`src/rtl/vif_pkg.sv`:
```
package vif_pkg;
  typedef enum logic [2:0] {
    ST_IDLE    = 3'd0,
    ST_ACK     = 3'd1,
    ST_READ_LO = 3'd2,
    ST_READ_HI = 3'd3,
    ST_LOAD_PC = 3'd4
  } vif_state_e;
endpackage

```
`src/rtl/vif_page_reg.sv`:
```
module vif_page_reg #(
  parameter int BYTE_W = 8
) (
  input  logic              clk,
  input  logic              rst_n,
  input  logic              wr_en,
  input  logic [BYTE_W-1:0] wr_data,
  output logic [BYTE_W-1:0] page_q
);
  logic [BYTE_W-1:0] page_d;

  always_comb begin
    page_d = page_q;
    if (wr_en) page_d = wr_data;
  end

  always_ff @(posedge clk or negedge rst_n) begin
    if (!rst_n) page_q <= '0;
    else        page_q <= page_d;
  end
endmodule

```
`src/rtl/vif_ctrl.sv`:
```
module vif_ctrl
  import vif_pkg::*;
(
  input  logic clk,
  input  logic rst_n,
  input  logic irq_req,
  input  logic dev_valid,
  input  logic mem_ready,
  output logic irq_ack,
  output logic mem_req,
  output logic sel_hi,
  output logic cap_ptr,
  output logic cap_lo,
  output logic cap_hi,
  output logic pc_load
);
  vif_state_e st_q, st_d;

  always_comb begin
    st_d = st_q;
    unique case (st_q)
      ST_IDLE:    if (irq_req)   st_d = ST_ACK;
      ST_ACK:     if (dev_valid) st_d = ST_READ_LO;
      ST_READ_LO: if (mem_ready) st_d = ST_READ_HI;
      ST_READ_HI: if (mem_ready) st_d = ST_LOAD_PC;
      ST_LOAD_PC:                st_d = ST_IDLE;
      default:                   st_d = ST_IDLE;
    endcase
  end

  always_ff @(posedge clk or negedge rst_n) begin
    if (!rst_n) st_q <= ST_IDLE;
    else        st_q <= st_d;
  end

  always_comb begin
    irq_ack = (st_q == ST_ACK);
    cap_ptr = (st_q == ST_ACK) && dev_valid;
    mem_req = (st_q == ST_READ_LO) || (st_q == ST_READ_HI);
    sel_hi  = (st_q == ST_READ_HI);
    cap_lo  = (st_q == ST_READ_LO) && mem_ready;
    cap_hi  = (st_q == ST_READ_HI) && mem_ready;
    pc_load = (st_q == ST_LOAD_PC);
  end
endmodule

```
`src/rtl/vif_addr_path.sv`:
```
module vif_addr_path #(
  parameter int BYTE_W = 8
) (
  input  logic                clk,
  input  logic                rst_n,
  input  logic [BYTE_W-1:0]   page_q,
  input  logic [BYTE_W-1:0]   dev_byte,
  input  logic [BYTE_W-1:0]   mem_rdata,
  input  logic                cap_ptr,
  input  logic [1:0]          lane_cap,
  input  logic                sel_hi,
  output logic [2*BYTE_W-1:0] mem_addr,
  output logic [2*BYTE_W-1:0] handler
);
  localparam int ADDR_W    = 2 * BYTE_W;
  localparam int NUM_LANES = ADDR_W / BYTE_W;
  localparam logic [BYTE_W-1:0] ALIGN_MASK = ~BYTE_W'(1);

  logic [ADDR_W-1:0] ptr_q, ptr_d;

  always_comb begin
    ptr_d = ptr_q;
    if (cap_ptr) ptr_d = {page_q, dev_byte & ALIGN_MASK};
  end

  always_ff @(posedge clk or negedge rst_n) begin
    if (!rst_n) ptr_q <= '0;
    else        ptr_q <= ptr_d;
  end

  assign mem_addr = ptr_q | {{(ADDR_W-1){1'b0}}, sel_hi};

  for (genvar i = 0; i < NUM_LANES; i++) begin : g_lane
    logic [BYTE_W-1:0] lane_q, lane_d;

    always_comb begin
      lane_d = lane_q;
      if (lane_cap[i]) lane_d = mem_rdata;
    end

    always_ff @(posedge clk or negedge rst_n) begin
      if (!rst_n) lane_q <= '0;
      else        lane_q <= lane_d;
    end

    assign handler[i*BYTE_W +: BYTE_W] = lane_q;
  end
endmodule

```
`src/rtl/vec_irq_fetch.sv`:
```
module vec_irq_fetch #(
  parameter int BYTE_W = 8
) (
  input  logic                clk,
  input  logic                rst_n,
  input  logic                irq_req,
  output logic                irq_ack,
  input  logic                dev_valid,
  input  logic [BYTE_W-1:0]   dev_byte,
  input  logic                page_we,
  input  logic [BYTE_W-1:0]   page_wdata,
  output logic                mem_req,
  output logic [2*BYTE_W-1:0] mem_addr,
  input  logic                mem_ready,
  input  logic [BYTE_W-1:0]   mem_rdata,
  output logic                pc_load,
  output logic [2*BYTE_W-1:0] pc_value
);
  logic [BYTE_W-1:0] page_q;
  logic sel_hi, cap_ptr, cap_lo, cap_hi;

  vif_page_reg #(.BYTE_W(BYTE_W)) u_page (
    .clk     (clk),
    .rst_n   (rst_n),
    .wr_en   (page_we),
    .wr_data (page_wdata),
    .page_q  (page_q)
  );

  vif_ctrl u_ctrl (
    .clk       (clk),
    .rst_n     (rst_n),
    .irq_req   (irq_req),
    .dev_valid (dev_valid),
    .mem_ready (mem_ready),
    .irq_ack   (irq_ack),
    .mem_req   (mem_req),
    .sel_hi    (sel_hi),
    .cap_ptr   (cap_ptr),
    .cap_lo    (cap_lo),
    .cap_hi    (cap_hi),
    .pc_load   (pc_load)
  );

  vif_addr_path #(.BYTE_W(BYTE_W)) u_path (
    .clk       (clk),
    .rst_n     (rst_n),
    .page_q    (page_q),
    .dev_byte  (dev_byte),
    .mem_rdata (mem_rdata),
    .cap_ptr   (cap_ptr),
    .lane_cap  ({cap_hi, cap_lo}),
    .sel_hi    (sel_hi),
    .mem_addr  (mem_addr),
    .handler   (pc_value)
  );
endmodule

```
`config.mk`:
```
export PLATFORM = sky130hd
export DESIGN_NAME = vec_irq_fetch
export DESIGN_NICKNAME = d
export VERILOG_FILES = /design/src/rtl/vif_pkg.sv /design/src/rtl/vif_page_reg.sv /design/src/rtl/vif_ctrl.sv /design/src/rtl/vif_addr_path.sv /design/src/rtl/vec_irq_fetch.sv
export SDC_FILE = /design/constraint.sdc
export NUM_CORES = 1
export LEC_CHECK = 0
export BUFFER_PORTS_ARGS = -buffer_cell sky130_fd_sc_hd__buf_2
export CAP_MARGIN = 30
export CORE_ASPECT_RATIO = 1.1
export CORE_UTILIZATION = 48
export CTS_BUF_LIST = sky130_fd_sc_hd__clkbuf_16
export DETAILED_ROUTE_END_ITERATION = 8
export PLACE_DENSITY = 0.85
export SLEW_MARGIN = 10
export SYNTH_ARGS = -nofsm -noshare
export SYNTH_HDL_FRONTEND = slang
export SYNTH_SLANG_ARGS = --single-unit
export TNS_END_PERCENT = 5
```
`constraint.sdc`:
```
create_clock -name clk -period 3.9 [get_ports clk]
set_input_delay 0.78 -clock clk [delete_from_list [all_inputs] [get_ports clk]]
set_output_delay 0.78 -clock clk [all_outputs]
set_load 0.1 [all_outputs]
```
Word level (Yosys, flattened, before mapping)
Cells that the tools add are included.
{"block": "word_totals", "reg_bits": 42, "output_inout_bits": 35, "wordCells": 25, "input_bits": 30}
{"block": "classes", "bitwise": 1, "eq_ne": 8, "reduce_logical": 6, "muxes": 5}
{"cell": "16-bit by 1-bit bitwise OR with 16-bit output", "count": 1}
{"cell": "3-bit 2-to-1 mux", "count": 4}
{"cell": "3-bit one-hot mux with 4 select lines", "count": 1}
{"cell": "3-bit by 2-bit == test with 1-bit output, second input constant", "count": 2}
{"cell": "2-bit != test, second input constant", "count": 3}
{"cell": "4-bit AND reduction", "count": 1}
{"cell": "3-bit by 1-bit == test with 1-bit output, second input constant", "count": 1}
{"cell": "3-bit == test, second input constant", "count": 1}
{"cell": "1-bit logical AND", "count": 3}
{"cell": "3-bit logical NOT", "count": 1}
{"cell": "2-bit by 1-bit != test with 1-bit output, second input constant", "count": 1}
{"cell": "1-bit logical OR", "count": 1}

Depth between registers and ports, before layout
Gate-level depths: netlist of run 1.
{"block": "logic_depth", "depth_word": 3, "ltp_mapped": 6, "depth_no_buf": 3}

By module
From an unflattened synthesis of run 1, not the netlist that was laid out.
{"block": "hier_totals", "hier_cells": 106, "area_unflattened_um2": 1749.2}
{"module": "vif_addr_path", "area_each_um2": 1211.2, "cells_each": 67, "seq_area_each_um2": 775.7, "n_inst": 1}
{"module": "vif_page_reg", "area_each_um2": 331.6, "cells_each": 17, "seq_area_each_um2": 200.2, "n_inst": 1}
{"module": "vif_ctrl", "area_each_um2": 206.4, "cells_each": 22, "seq_area_each_um2": 75.1, "n_inst": 1}

Least setup slack after synthesis of run 1
OpenSTA, ideal clock, no wires.
{"block": "synth_timing", "path_kind": "register -> output", "startpoint": "register u_ctrl.st_q[2]", "endpoint": "output pc_load", "required_time_ns": 3.120, "arrival_ns": 2.691, "path_slack_ns": 0.429, "path_buffers": 0, "path_stages_with_launch": 2, "path_cell_list": "dfrtp_1 -> nor3b_1"}
{"block": "synth_via", "elab_chain_len": 1}
{"element": "start, declared", "line_no": "vif_ctrl.sv:17", "source": "vif_state_e st_q, st_d;"}
{"element": "start signal, assigned", "line_no": "vif_ctrl.sv:33", "source": "else st_q <= st_d;"}
{"element": "3-bit == test", "line_no": "vif_ctrl.sv:43", "source": "pc_load = (st_q == ST_LOAD_PC);"}
{"element": "end, declared", "line_no": "vec_irq_fetch.sv:16", "source": "output logic pc_load,"}
Every way passes these cells.

Worst setup path in the final report of run 1
{"block": "layout_timing", "startpoint": "register u_ctrl.st_q[1]", "endpoint": "output mem_addr[0]"}
{"block": "layout_via", "elab_chain_len": 2}
{"element": "3-bit by 2-bit == test with 1-bit output", "line_no": "vif_ctrl.sv:40", "source": "sel_hi = (st_q == ST_READ_HI);"}
{"element": "16-bit by 1-bit bitwise OR with 16-bit output", "line_no": "vif_addr_path.sv:31", "source": "assign mem_addr = ptr_q | {{(ADDR_W-1){1'b0}}, sel_hi};"}
{"element": "end, declared", "line_no": "vec_irq_fetch.sv:13", "source": "output logic [2*BYTE_W-1:0] mem_addr,"}
Every way passes these cells.

==> results of run 1 <==
[worst reg2reg max path: cells and delay by family, from the launching register on]
| kind | cells | cell delay, ns |
|---|---|---|
| flip-flops | 1 | 0.49 |
| multiplexers | 1 | 0.37 |
| AND/OR/NAND/NOR | 2 | 0.57 |
[registers in the layout, summed over array words and instances, names as in the netlist]
| signal | cells |
|---|---|
| u_ctrl.st_q | 3 |
| u_path.ptr_q | 15 |
| u_path.g_lane.lane_q | 16 |
| u_page.page_q | 8 |
[worst max path at each step]
stage / cells after the start / startpoint / end
finish: 3 / u_ctrl.st_q[1] / mem_addr[0]
global route: 3 / u_ctrl.st_q[1] / mem_addr[0]
CTS: 3 / u_ctrl.st_q[1] / mem_addr[0]
detailed placement: 3 / u_ctrl.st_q[1] / mem_addr[0]
global placement: 3 / u_ctrl.st_q[1] / mem_addr[0]
floorplan: 1 / u_ctrl.st_q[2] / pc_load
[area by class of cell]
cell class,count,share of cell area
sequential,42,0.480
multi-input combinational,54,0.274
timing repair buffer,64,0.153
clock buffer,5,0.0572
tap,48,0.0274
clock inverter,3,0.00572
inverter,1,0.00172
[placed cells by master, fill, tap and decap left out]
cell type	instances
a2111oi_0	1
a21oi_1	1
a31o_2	1
and2_2	1
and2_4	1
and3b_2	1
buf_12	1
buf_2	63
clkbuf_16	5
clkinv_1	1
clkinv_2	1
dfrtp_1	42
inv_1	2
mux2_2	29
mux2_4	10
nand2_1	2
nand3_2	1
nand3b_1	1
nor2_1	1
nor2b_4	1
nor3b_1	1
nor3b_4	1
or2_2	1
[kinds of logic (layout without fill, tap and decap cells)]
logic type | after synthesis | in the layout
muxes | 39 | 39
DFF | 42 | 42
AOI/OAI and AO/OA | 3 | 3
buffers and inverters | 7 | 73
and+or+nand+nor | 12 | 12
[routing by layer]
metal	vias up	wire, um	track usage
met1	556	1230	0.224
met5	-	0	0
met2	27	1690	0.305
met4	0	57	0.0833
met3	7	90	0.0299
li1	486	-	-
[metrics by stage]
step,worst slack [ns],cells,hold WS [ns],util
finish,1.60,217,0.344,0.646
global route,1.50,217,0.342,0.646
CTS,1.59,216,0.504,0.640
detailed placement,1.88,208,0.491,0.600
global placement,1.92,208,0.484,0.600
floorplan,0.429,103,0.475,-
==> flow_summary.toml, run 1 <==
[yosys]
synth_top_family_by_area = "multiplexers"
seq_area_frac_synth = 0.612
synth_compound_area_frac = 0.0131
ys_ff_latch = 42
ys_types = 22
ys_top_cells_by_area = "dfrtp_1 (61%), mux2_2 (19%), mux2_4 (8.7%)"
synth_async_sr_flop_share = 1.00
synth_xor_area_frac = 0
syn_avg_cell_area_um2 = 16.7
synth-simple-area-share = 0.0590
synth_fp_nets = 133
synth_top_area_cell = "dfrtp_1"
synthTopCellsByCount = "dfrtp_1 (42), mux2_2 (29), mux2_4 (10)"
syn_inst = 103
synth_warnings = 0
syn-cell-area_mm2 = 0.00172
synth_mux_area_frac = 0.278
synth_most_common_cell = "dfrtp_1"
synthAdderAreaFrac = 0
synth_edf_count = 0
synthFlopType = "dfrtp_1"
synth.top_cell.area_share = 0.612

[critical_path]
crit_path_max_incr_delay_ns = 0.46
path_cells = "nor2b_4 -> and2_2 -> buf_2"
worstPathRequired_ns = 3.12
r2r-start = "u_ctrl.st_q[0]"
r2r_cells = 3
r2r-end = "u_path.ptr_q[1]"
crit_slowest_cell = "dfrtp_1"
ff2ff_setup_slack_ns = 2.36
path_buf_inv = 1
cp.arrival_ns = 1.52
critPathKind = "reg2out"
cp-start-kind = "register"
end_kind = "output port"
critPathTopFamily = "flip-flops"
worstPathMaxFanout = 6

[floorplan]
io_pins = 65
design.die.area_mm2 = 0.00382
fp-row-count = 22
chipHeight_um = 64.7
initial_core_util = 0.507
die_x_um = 59.0
core-area_mm2 = 0.00339

[sta]
period_share = 0.591
fin_skew_ns = 0.00488
fin_setup_tns_ns = 0
setup_violations = 0
tightest_slew_ns = 0.501
fmax_mhz = 434
rsz0062_at_grt = "no"
report.final.slew_viol_count = 0
finalHoldViolCount = 0
finalCriticalPeriod_ns = 2.30
slew_headroom = 0.668

[cts]
ctsResizeCount = 0
cts_setup_buffers = 0
cts.sinks = 42
cts_root_buf = "clkbuf_16"
ctsHoldBuffers = 0
cts_buffer_depth = 2
cts_made_buffers = 5
cts_tree = "done"
path_clk_slew_ns = 0.06
clk_latency_ns = 0.27
htree_levels = 2

[layout]
n_antenna_cell = 0
nFillCells = 263
areaGrowthSynthToFinish_pct = 27.5
stdcell_area_mm2 = 0.00219
drive_gt1_frac = 0.692
seq_area_mm2 = 0.00105
multi_input_area_um2 = 601
nets = 198

[drt]
avgViaCountPerCell = 4.96
drc_errors = 0
routedWlPerCell_um = 14.1
drt-total-wl_um = 3070
vias = 1076
dr.pass1.iters = 4
first_iter_violations = 25
ant_nets = 0

[place]
portBuffers = 63
dp_hpwl_um = 2300
gp_congestion = 0.709
placed_area_mm2 = 0.00203

[hold_path]
hp-class = "in2async"

[global_routing]
grt_usage = 0.181
grt_pass1_wl_um = 5130
grt_start_max_net_pins = 43
grt_pass1_vias = 1135
overflow = 0
antenna_found_initial = 0

[run]
maxCapViolations = 0

[outcome]
status = "complete, no violations"
Power of run 1 is left out: the tool's default activity adds up to more than one toggle a clock period on the data nets, which glitch-free logic cannot reach.
==> inputs of run 2 (changes only) <==
==> constraint.sdc (replaced) <==
create_clock -name clk -period 2.34 [get_ports clk]
set_input_delay 0.468 -clock clk [delete_from_list [all_inputs] [get_ports clk]]
set_output_delay 0.468 -clock clk [all_outputs]
set_load 0.1 [all_outputs]
==> flow_summary.toml, run 2 (same netlist as run 1, synthesis figures left out) <==
[drt]
vias = 1060
dr.pass1.iters = 4
avgViaCountPerCell = 4.88
first_iter_violations = 6
routedWlPerCell_um = 13.1
ant_nets = 0
drc_errors = 0
drt-total-wl_um = 2850

[sta]
slew_headroom = 0.656
fin_skew_ns = 0.00259
rsz0062_at_grt = "no"
finalHoldViolCount = 0
setup_violations = 0
fin_setup_tns_ns = 0
fmax_mhz = 497
finalCriticalPeriod_ns = 2.01
report.final.slew_viol_count = 0
tightest_slew_ns = 0.516
period_share = 0.860

[place]
dp_hpwl_um = 2180
gp_congestion = 0.694
post-place-cells = 208
portBuffers = 63

[floorplan]
io_pins = 65
chipHeight_um = 64.7
design.die.area_mm2 = 0.00382
initial_core_util = 0.507
die_x_um = 59.0
core-area_mm2 = 0.00339
fp-row-count = 22

[global_routing]
antenna_found_initial = 0
overflow = 0
grt_pass1_wl_um = 4650
grt_pass1_vias = 1102
grt_usage = 0.163
grt_start_max_net_pins = 43

[cts]
cts_buffer_depth = 2
cts_setup_buffers = 0
cts_tree = "done"
cts_made_buffers = 5
clk_latency_ns = 0.27
path_clk_slew_ns = 0.05
ctsResizeCount = 0
cts_root_buf = "clkbuf_16"
htree_levels = 2
ctsHoldBuffers = 0
cts.sinks = 42

[critical_path]
worstPathRequired_ns = 1.87
cp.depth = 3
path_cells = "nor2b_4 -> and2_2 -> buf_2"
crit_slowest_cell = "dfrtp_1"
cp-start-kind = "register"
path_buf_inv = 1
critPathKind = "reg2out"
crit_path_max_incr_delay_ns = 0.47
critPathTopFamily = "flip-flops"
end_kind = "output port"
worstPathMaxFanout = 6
r2r_cells = 3
cp.arrival_ns = 1.54

[layout]
final_cell_mix = "buf_2 (63), dfrtp_1 (42), mux2_2 (29)"
drive_gt1_frac = 0.698
nets = 198
areaGrowthSynthToFinish_pct = 28.2
reg.largest.list = "u_path.g_lane.lane_q x16, u_path.ptr_q x15, u_page.page_q x8"
nFillCells = 266
fin_cells = 217
n_antenna_cell = 0
layout.cells.most_common = "buf_2"
largest_reg_flops = 16
top_register = "u_path.g_lane.lane_q"

[hold_path]
hp-class = "in2async"

[run]
maxCapViolations = 0

[outcome]
status = "complete, no violations"
-- run 2: cell counts in the layout (fill, tap and decap cells not counted) --
No cell type changed its count.
-- run 2: final cells by class --
class | count | area [um2] | area share
Multi-Input combinational cell | 54 | 606 | 0.275
Clock buffer | 5 | 125 | 0.0569
Clock inverter | 3 | 12.5 | 0.00569
Inverter | 1 | 3.75 | 0.00171
Sequential cell | 42 | 1050 | 0.478
Tap cell | 48 | 60.1 | 0.0273
Timing Repair Buffer | 64 | 343 | 0.156
-- run 2: through the flow --
| stage | worst slack, ns | hold WS (ns) | utilization | area (um2) |
|---|---|---|---|---|
| 2_1_floorplan | 0.0793 | 0.172 | - | 1720 |
| 3_3_place_gp | 0.655 | 0.484 | 0.601 | 2040 |
| 3_5_place_dp | 0.616 | 0.490 | 0.601 | 2040 |
| 4_1_cts | 0.322 | 0.352 | 0.642 | 2170 |
| 5_1_grt | 0.249 | 0.196 | 0.650 | 2200 |
| 6_report | 0.328 | 0.168 | 0.650 | 2200 |
-- run 2: worst paths after layout --
kind / startpoint / endpoint / slack (ns)
max in group asynchronous: rst_n / u_path.g_lane[0].lane_q[7] / 1.70
worst min-delay path: rst_n / u_path.ptr_q[7] / 0.17
min in group clk: page_wdata[7] / u_page.page_q[7] / 0.43
worst max-delay path: u_ctrl.st_q[1] / mem_addr[0] / 0.33
worst min register to register: u_path.ptr_q[1] / u_path.ptr_q[1] / 0.50
worst max register to register: u_ctrl.st_q[0] / u_path.ptr_q[2] / 0.78
-- run 2: layer usage --
layer	share of wire	wire [um]	GRT usage	vias to the layer above
met3	0.035	100	0.0479	6
met5	0	0	0	-
met4	0.020	57	0.0655	0
li1	-	-	-	485
met2	0.54	1550	0.286	29
met1	0.40	1140	0.184	540
Power of run 2 is left out for the same reason.
